$ cat config.mk
export PLATFORM = sky130hd
export DESIGN_NAME = local_irq_regs
export DESIGN_NICKNAME = d
export VERILOG_FILES = /design/src/rtl/local_irq_regs.sv
export SDC_FILE = /design/constraint.sdc
export NUM_CORES = 1
export LEC_CHECK = 0
export BUFFER_PORTS_ARGS = -buffer_cell sky130_fd_sc_hd__buf_2
export CAP_MARGIN = 15
export CORE_MARGIN = 5
export CORE_UTILIZATION = 59
export CTS_CLUSTER_SIZE = 12
export DETAILED_ROUTE_END_ITERATION = 10
export PLACE_DENSITY_LB_ADDON = 0.15
export SLEW_MARGIN = 0
export SYNTH_ARGS = -nofsm -noshare
export SYNTH_HDL_FRONTEND = slang
export SYNTH_SLANG_ARGS = --single-unit
$ cat constraint.sdc
create_clock -name clk -period 4.3 [get_ports clk]
set_input_delay 0.43 -clock clk [delete_from_list [all_inputs] [get_ports clk]]
set_output_delay 0.43 -clock clk [all_outputs]
set_load 0.01 [all_outputs]
$ cat src/rtl/local_irq_regs.sv
module local_irq_regs #(
  parameter int NPROC    = 4,
  parameter int MAX_PIN  = 5,
  parameter int CMP_BIT  = 1,
  parameter logic [5:0] MASK_RST = 6'h32,
  parameter logic [5:0] MASK_WR  = 6'h3F,
  localparam int PW = (NPROC > 1) ? $clog2(NPROC) : 1,
  localparam int NL = MAX_PIN + 1
) (
  input  logic                  clk,
  input  logic                  rst_n,
  input  logic                  bus_wr,
  input  logic                  bus_rd,
  input  logic                  bus_win,
  input  logic [PW-1:0]         bus_proc,
  input  logic [3:0]            bus_reg,
  input  logic [31:0]           bus_wdata,
  output logic [31:0]           bus_rdata,
  input  logic [NPROC-1:0]      cmp_hit,
  output logic [NPROC*32-1:0]   cmp_value,
  output logic [NPROC*NL-1:0]   cpu_irq
);

  localparam logic [3:0] IX_CTRL  = 4'd0;
  localparam logic [3:0] IX_PEND  = 4'd1;
  localparam logic [3:0] IX_MASK  = 4'd2;
  localparam logic [3:0] IX_SET   = 4'd3;
  localparam logic [3:0] IX_CLR   = 4'd4;
  localparam logic [3:0] IX_ROUTE = 4'd5;
  localparam logic [3:0] IX_OTHER = 4'd6;
  localparam logic [3:0] IX_IDENT = 4'd7;
  localparam logic [3:0] IX_CMP   = 4'd8;
  localparam logic [3:0] IX_CMPHI = 4'd9;

  logic [5:0]    mask_q  [NPROC];
  logic          pend_q  [NPROC];
  logic          ren_q   [NPROC];
  logic [5:0]    rpin_q  [NPROC];
  logic [PW-1:0] other_q [NPROC];
  logic [31:0]   cmp_q   [NPROC];
  logic [PW-1:0] tgt;

  assign tgt = bus_win ? other_q[bus_proc] : bus_proc;

  wire route_ok = bus_wdata[5:0] <= 6'(MAX_PIN);
  wire other_ok = bus_wdata < 32'(NPROC);

  for (genvar p = 0; p < NPROC; p++) begin : g_grp
    wire hit_me = bus_wr && (tgt == PW'(p));
    wire wr_cmp = hit_me && (bus_reg == IX_CMP);
    wire lvl    = pend_q[p] && mask_q[p][CMP_BIT] && ren_q[p];

    always_ff @(posedge clk or negedge rst_n) begin
      if (!rst_n) begin
        mask_q[p]  <= MASK_RST;
        pend_q[p]  <= 1'b0;
        ren_q[p]   <= 1'b1;
        rpin_q[p]  <= 6'd0;
        other_q[p] <= '0;
        cmp_q[p]   <= 32'hFFFF_FFFF;
      end else begin
        if (wr_cmp)          pend_q[p] <= 1'b0;
        else if (cmp_hit[p]) pend_q[p] <= 1'b1;
        if (hit_me) begin
          case (bus_reg)
            IX_SET:   mask_q[p] <= mask_q[p] | (bus_wdata[5:0] & MASK_WR);
            IX_CLR:   mask_q[p] <= mask_q[p] & ~(bus_wdata[5:0] & MASK_WR);
            IX_ROUTE: if (route_ok) begin
                        ren_q[p]  <= bus_wdata[31];
                        rpin_q[p] <= bus_wdata[5:0];
                      end
            IX_OTHER: if (other_ok) other_q[p] <= bus_wdata[PW-1:0];
            IX_CMP:   cmp_q[p] <= bus_wdata;
            default:  ;
          endcase
        end
      end
    end

    assign cmp_value[p*32 +: 32] = cmp_q[p];

    for (genvar l = 0; l < NL; l++) begin : g_line
      assign cpu_irq[p*NL + l] = lvl && (rpin_q[p] == 6'(l));
    end

    AST_OTHER_KEEP: assert property (@(posedge clk) disable iff (!rst_n)
      (hit_me && bus_reg == IX_OTHER && !other_ok) |=> $stable(other_q[p]));
    AST_ROUTE_KEEP: assert property (@(posedge clk) disable iff (!rst_n)
      (hit_me && bus_reg == IX_ROUTE && !route_ok) |=> ($stable(rpin_q[p]) && $stable(ren_q[p])));
    AST_HIT_PEND: assert property (@(posedge clk) disable iff (!rst_n)
      (cmp_hit[p] && !wr_cmp) |=> pend_q[p]);
    AST_CMP_CLEARS: assert property (@(posedge clk) disable iff (!rst_n)
      wr_cmp |=> !pend_q[p]);
    AST_ONE_LINE: assert property (@(posedge clk) disable iff (!rst_n)
      $onehot0(cpu_irq[p*NL +: NL]));
  end

  always_comb begin
    bus_rdata = 32'd0;
    if (bus_rd) begin
      case (bus_reg)
        IX_PEND:  bus_rdata = 32'(pend_q[tgt]) << CMP_BIT;
        IX_MASK:  bus_rdata = {26'd0, mask_q[tgt]};
        IX_ROUTE: bus_rdata = {ren_q[tgt], 25'd0, rpin_q[tgt]};
        IX_OTHER: bus_rdata = 32'(other_q[tgt]);
        IX_IDENT: bus_rdata = 32'(tgt);
        IX_CMP:   bus_rdata = cmp_q[tgt];
        default:  bus_rdata = 32'd0;
      endcase
    end
  end

  AST_HI_ZERO: assert property (@(posedge clk) disable iff (!rst_n)
    (bus_rd && (bus_reg == IX_CMPHI || bus_reg == IX_CTRL)) |-> bus_rdata == 32'd0);
  AST_IDLE_ZERO: assert property (@(posedge clk) disable iff (!rst_n)
    !bus_rd |-> bus_rdata == 32'd0);

endmodule

# After elaboration in Yosys (flattened, before gate mapping)
# Index checks and enable logic that the tools add are counted.
# W data, S select, Z words.
[classes]
n_eq_ne = 31
n_addsub = 0
div_mod_pow = 0
reduce_logical = 66
muxes = 36
shift = 0
n_bitwise = 11
magnitude_cmp = 4
multipliers = 0
[ops]
columns = ["cell", "n"]
rows = [
  ["$pmux W32 S6", 1],
  ["$mux W32", 3],
  ["$bmux W32 S2", 1],
  ["$eq A6 B2 Y1 const B", 8],
  ["$eq A6 B3 Y1 const B", 8],
  ["$pmux W6 S2", 4],
  ["$logic_and A1 B1 Y1", 40],
  ["$lt A32 B3 Y1 const B", 1],
  ["$and A6 B6 Y6", 4],
  ["$bmux W6 S2", 2],
  ["$eq A6 B1 Y1 const B", 4],
  ["$logic_not A6 Y1", 4],
  ["$mux W6", 4],
  ["$or A6 B6 Y6", 4],
  ["$reduce_and A3 Y1", 8],
  ["$eq A4 B3 Y1 const B", 4],
  ["$reduce_and A2 Y1", 8],
  ["$mux W1", 12],
  ["$mux W2", 5],
  ["$reduce_bool A2 Y1", 5],
  ["$bmux W2 S2", 2],
  ["$eq A4 B2 Y1 const B", 2],
  ["$ge A3 B3 Y1 const B", 2],
  ["$le A6 B3 Y1 const B", 1],
  ["other kinds (8)", 11],
]
[totals]
memories = 0
ff_bits = 192
word_cells = 172
latchBits = 0
out_inout_bits = 184
romBits = 0
mem_bits_rw = 0

# Logic depth before layout (Yosys ltp)
[depth]
ltp_word = 11
mapped_depth = 9
mapped_depth_nobuf = 6

# Worst setup path after synthesis
# Ideal clock, no wire load.
[synth_path]
path_type = "in2out"
startpoint = "input bus_proc[0]"
endpoint = "output bus_rdata[0]"
slack_ns = 1.656
required_ns = 3.870
path_buffers = 3
arrival_ns = 2.214
path_stages = 9
cell_sequence = "buf_2 > mux2_2 > a21oi_1 > nor2_1 > buf_4 > buf_4 > nand2_1 > o22ai_1 > o41a_1"
[synth_between]
elab_chain_len = 11
elab_cells_between_ends = 20
classes_between = "mux (18); bitwise (2)"
[synth_lines]
columns = ["item", "line", "text"]
rows = [
  ["start: declaration", "15", "input logic [PW-1:0] bus_proc,"],
  ["$not A2 Y3 (not written as such)", "43", "assign tgt = bus_win ? other_q[bus_proc] : bus_proc;"],
  ["$bmux W2 S2", "43", ""],
  ["$mux W2 (not written as such) (2 in series)", "43", ""],
  ["$mux W2 (*)", "43", ""],
  ["$not A2 Y3 (not written as such)", "-", ""],
  ["$bmux W32 S2 (tied with other cells)", "107", "IX_CMP: bus_rdata = cmp_q[tgt];"],
  ["$mux W32 (not written as such) (tied with other cells) (2 in series)", "107", ""],
  ["$pmux W32 S6 (*)", "101", "case (bus_reg)"],
  ["$mux W32 (*)", "100", "if (bus_rd) begin"],
  ["end: declaration", "18", "output logic [31:0] bus_rdata,"],
]
# Every way passes the cells marked *; elsewhere a longest branch is shown, timed or not. The select of a mux whose other input is x is not followed.

# Worst setup path after layout
[layout_path]
startpoint = "register other_q[4] (netlist name)"
endpoint = "output bus_rdata[0]"
[layout_between]
elab_chain_len = 10
elab_cells_between_ends = 19
classes_between = "mux (18); bitwise (1)"
[layout_lines]
columns = ["item", "line", "text"]
rows = [
  ["start: declaration", "39", "logic [PW-1:0] other_q [NPROC];"],
  ["start signal: indexed assignment", "72", "IX_OTHER: if (other_ok) other_q[p] <= bus_wdata[PW-1:0];"],
  ["$bmux W2 S2", "43", ""],
  ["$mux W2 (not written as such) (2 in series)", "43", ""],
  ["$mux W2", "43", ""],
  ["$not A2 Y3 (not written as such)", "-", ""],
  ["$bmux W32 S2 (tied with other cells)", "107", ""],
  ["$mux W32 (not written as such) (tied with other cells) (2 in series)", "107", ""],
  ["$pmux W32 S6 (*)", "101", ""],
  ["$mux W32 (*)", "100", ""],
]
# Marks and branches as above.

==> results.yml <==
run_status:
  outcome: "complete, no violations"
power:
  p_leak_uw: 0.00554
  clkPwrFrac_pct: 34.1
  power.density_cell_area_nw_per_um2: 409
  power.share.combinational_pct: 17.8
  power.switching_uw: 1290
  irDropWorstVdd_v: 0.000307
  power_frac_seq_pct: 48.1
  swShare_pct: 26.6
  p_int_uw: 3560
worst_setup_path:
  reg2reg_from: "other_q[4]"
  path_delay_family: "compound AO/OA/AOI/OAI gates"
  critical_path.endpoint_type: "primary output"
  arrival_ps: 3120
  start_kind: "flip-flop"
  slowest_delay_ps: 430
  r2r_end: "cmp_value[19]"
  worst_ep_required_time_ps: 3870
  crit_fanout: 35
  path_cells: "mux2_4, o21ai_4, nand2_4, buf_4, mux2i_1, o22ai_1, o41a_1, buf_2"
  r2r_cells: 5
  crit_slowest_cell: "nand2_4"
  crit_type: "flip-flop to primary output"
  r2r_setup_slack_ps: 1160
  cp_num_buf_inv: 2
floorplan:
  io_pins: 231
  dieArea_sq_um: 19500
  rows: 47
  start_util_pct: 60.1
  dieHeight_um: 140
  dieWidth_um: 140
  coreArea_sq_um: 16500
grt:
  overflow: 0
  grt_pass1_wl_um: 43900
  antenna_found_initial: 0
  grt_pass1_vias: 7555
  grt_usage_pct: 28.2
  grt_max_degree: 121
yosys:
  seq_area_frac_synth_pct: 50.2
  syn-mean-instance-area_sq_um: 13.5
  synth_edf_count: 0
  yosys.cell_types.count: 55
  synth_ff_type: "dfstp_2"
  yosysTopAreaCell: "dfstp_2"
  synth-async-reset-ratio_pct: 100
  synth_area_sq_um: 9920
  ys_warn_count: 0
  netlist_instances: 736
  ys_ff_latch: 192
  synth_nets: 783
  synthTopCellsByArea: "dfstp_2 38%, dfrtp_1 12%, mux2_2 12%"
  synth_top_area_share_pct: 38.1
clock_network:
  clk_path_buf_depth: 2
  cts-resized-gates: 0
  cts_buffers: 17
  cts_setup_buffers: 0
  insertion_delay_ps: 430
  cts_tree: "done"
  clkSlewWorstSetupHoldPaths_ps: 70
  cts_hold_buf: 0
  root_buffer: "clkbuf_16"
  clkSinkCount: 192
  h-tree-depth: 4
detailed_routing:
  drt_pass1_iterations: 5
  drt-total-wl_um: 27900
  ant_nets: 0
  routed_via_density: 6.22
  vias: 7337
  wire_per_inst_um: 23.7
  drcViolationCount: 0
  drtIter0Drc: 518
sta:
  fin_skew_ps: 11.5
  relSlewSlack_pct: 18.7
  clock.fmax_mhz: 282
  fin_crit_ps: 3550
  min_period_over_period_pct: 82.5
  hold_violations: 0
  rsz0062_at_grt: "no"
  setup_violations: 0
  worst_slew_pin_slew_ps: 1220
  slew_violations: 0
  finalSetupTns_ps: 0
final_layout:
  postLayoutCoreUtil_pct: 71.7
  layout_commonest_cell: "buf_2"
  drive_gt1_share_pct: 66.1
  area_growth_pct: 19.3
  fill_cells: 1126
  antennaDiodeCount: 0
  nets: 994
  final_cell_mix: "229 x buf_2, 144 x dfstp_2, 104 x mux2_2, 60 x mux2_4, 48 x dfrtp_1"
placement:
  hpwlAfterDp_um: 19600
  io_buffer_count: 230
  routabilityCongestion: 0.970
flow_run:
  maxCapViolations: 0
min_path:
  min_path_type: "primary input to asynchronous set/reset pin"
[cells in the mapped netlist, types with 2 or more instances]
library cell / n
and2_1: 32
nand2_1: 20
o21a_1: 3
inv_1: 5
or3_1: 2
mux2_4: 60
buf_2: 25
nand4_1: 5
o21ai_0: 11
nor4_1: 9
a21oi_1: 35
a31oi_1: 7
nor3_2: 8
dfrtp_1: 48
a22oi_1: 5
nor2_1: 26
mux2i_1: 13
and3_1: 7
nand4b_1: 2
nor4b_1: 6
dfstp_2: 144
nand2b_1: 6
clkbuf_1: 17
nor2b_1: 8
buf_4: 3
mux2_2: 104
a41oi_1: 25
o22ai_1: 2
a211oi_1: 2
buf_6: 7
nor3_1: 9
nand3_1: 22
o22a_1: 5
or2_2: 2
mux4_2: 31
[logic make-up (layout without fill, tap and decap cells)]
family                 Yosys count  after routing  synth area share [%]
muxes                          208            208                  29.2
DFF                            192            192                  50.2
and+or+nand+nor                174            174                  10.2
AOI/OAI and AO/OA              105            105                  7.22
buffers and inverters           57            281                  3.11
[area by class of cell]
type                    count  area [sq um]  area share (%)
clock buffers              22           507            4.28
clock inverters            10           118           0.993
inverters                   5          18.8           0.158
multi-input cells         487          4660            39.4
flip-flops and latches    192          4980            42.1
well taps                 220           275            2.32
repair buffers            244          1270            10.8
[how the worst max path moves through the flow]
stage | end | cells after the start | start | slack [ps]
after floorplan | bus_rdata[0] | 9 | bus_proc[0] | 1660
after global placement | bus_rdata[3] | 9 | bus_proc[1] | 1050
after detailed placement | cmp_value[19] | 6 | bus_proc[1] | 940
final | bus_rdata[0] | 8 | other_q[4] | 750
after CTS | bus_rdata[0] | 8 | other_q[4] | 740
after global routing | bus_rdata[0] | 8 | other_q[4] | 560
[power groups by stage]
stage                     sequential, uW  clock, uW  combinational, uW
after floorplan                     2380          0                447
after global placement              2330          0                832
after detailed placement            2350          0                865
after CTS                           2320       1670                872
after global routing                2350       1760                928
final                               2330       1650                865
[layer usage]
metal | up-vias | wire length, um | global-route usage [%]
met3 | 46 | 1920 | 6.07
met1 | 3761 | 11400 | 37.5
met4 | 0 | 803 | 9.84
met5 | - | 0 | 0
li1 | 3181 | - | -
met2 | 349 | 13800 | 46.1
[metrics by stage]
stage | instance area, sq um | setup slack (ps) | power (uW) | instances | hold slack, ps
5_1_grt | 11800 | 563 | 5040 | 1180 | 201
3_5_place_dp | 11200 | 935 | 3210 | 1148 | 502
6_report | 11800 | 751 | 4850 | 1180 | 166
3_3_place_gp | 11200 | 1050 | 3170 | 1148 | 500
4_1_cts | 11800 | 736 | 4870 | 1180 | 200
2_1_floorplan | 9920 | 1660 | 2830 | 736 | 134
(Power assumes the default switching activity.)
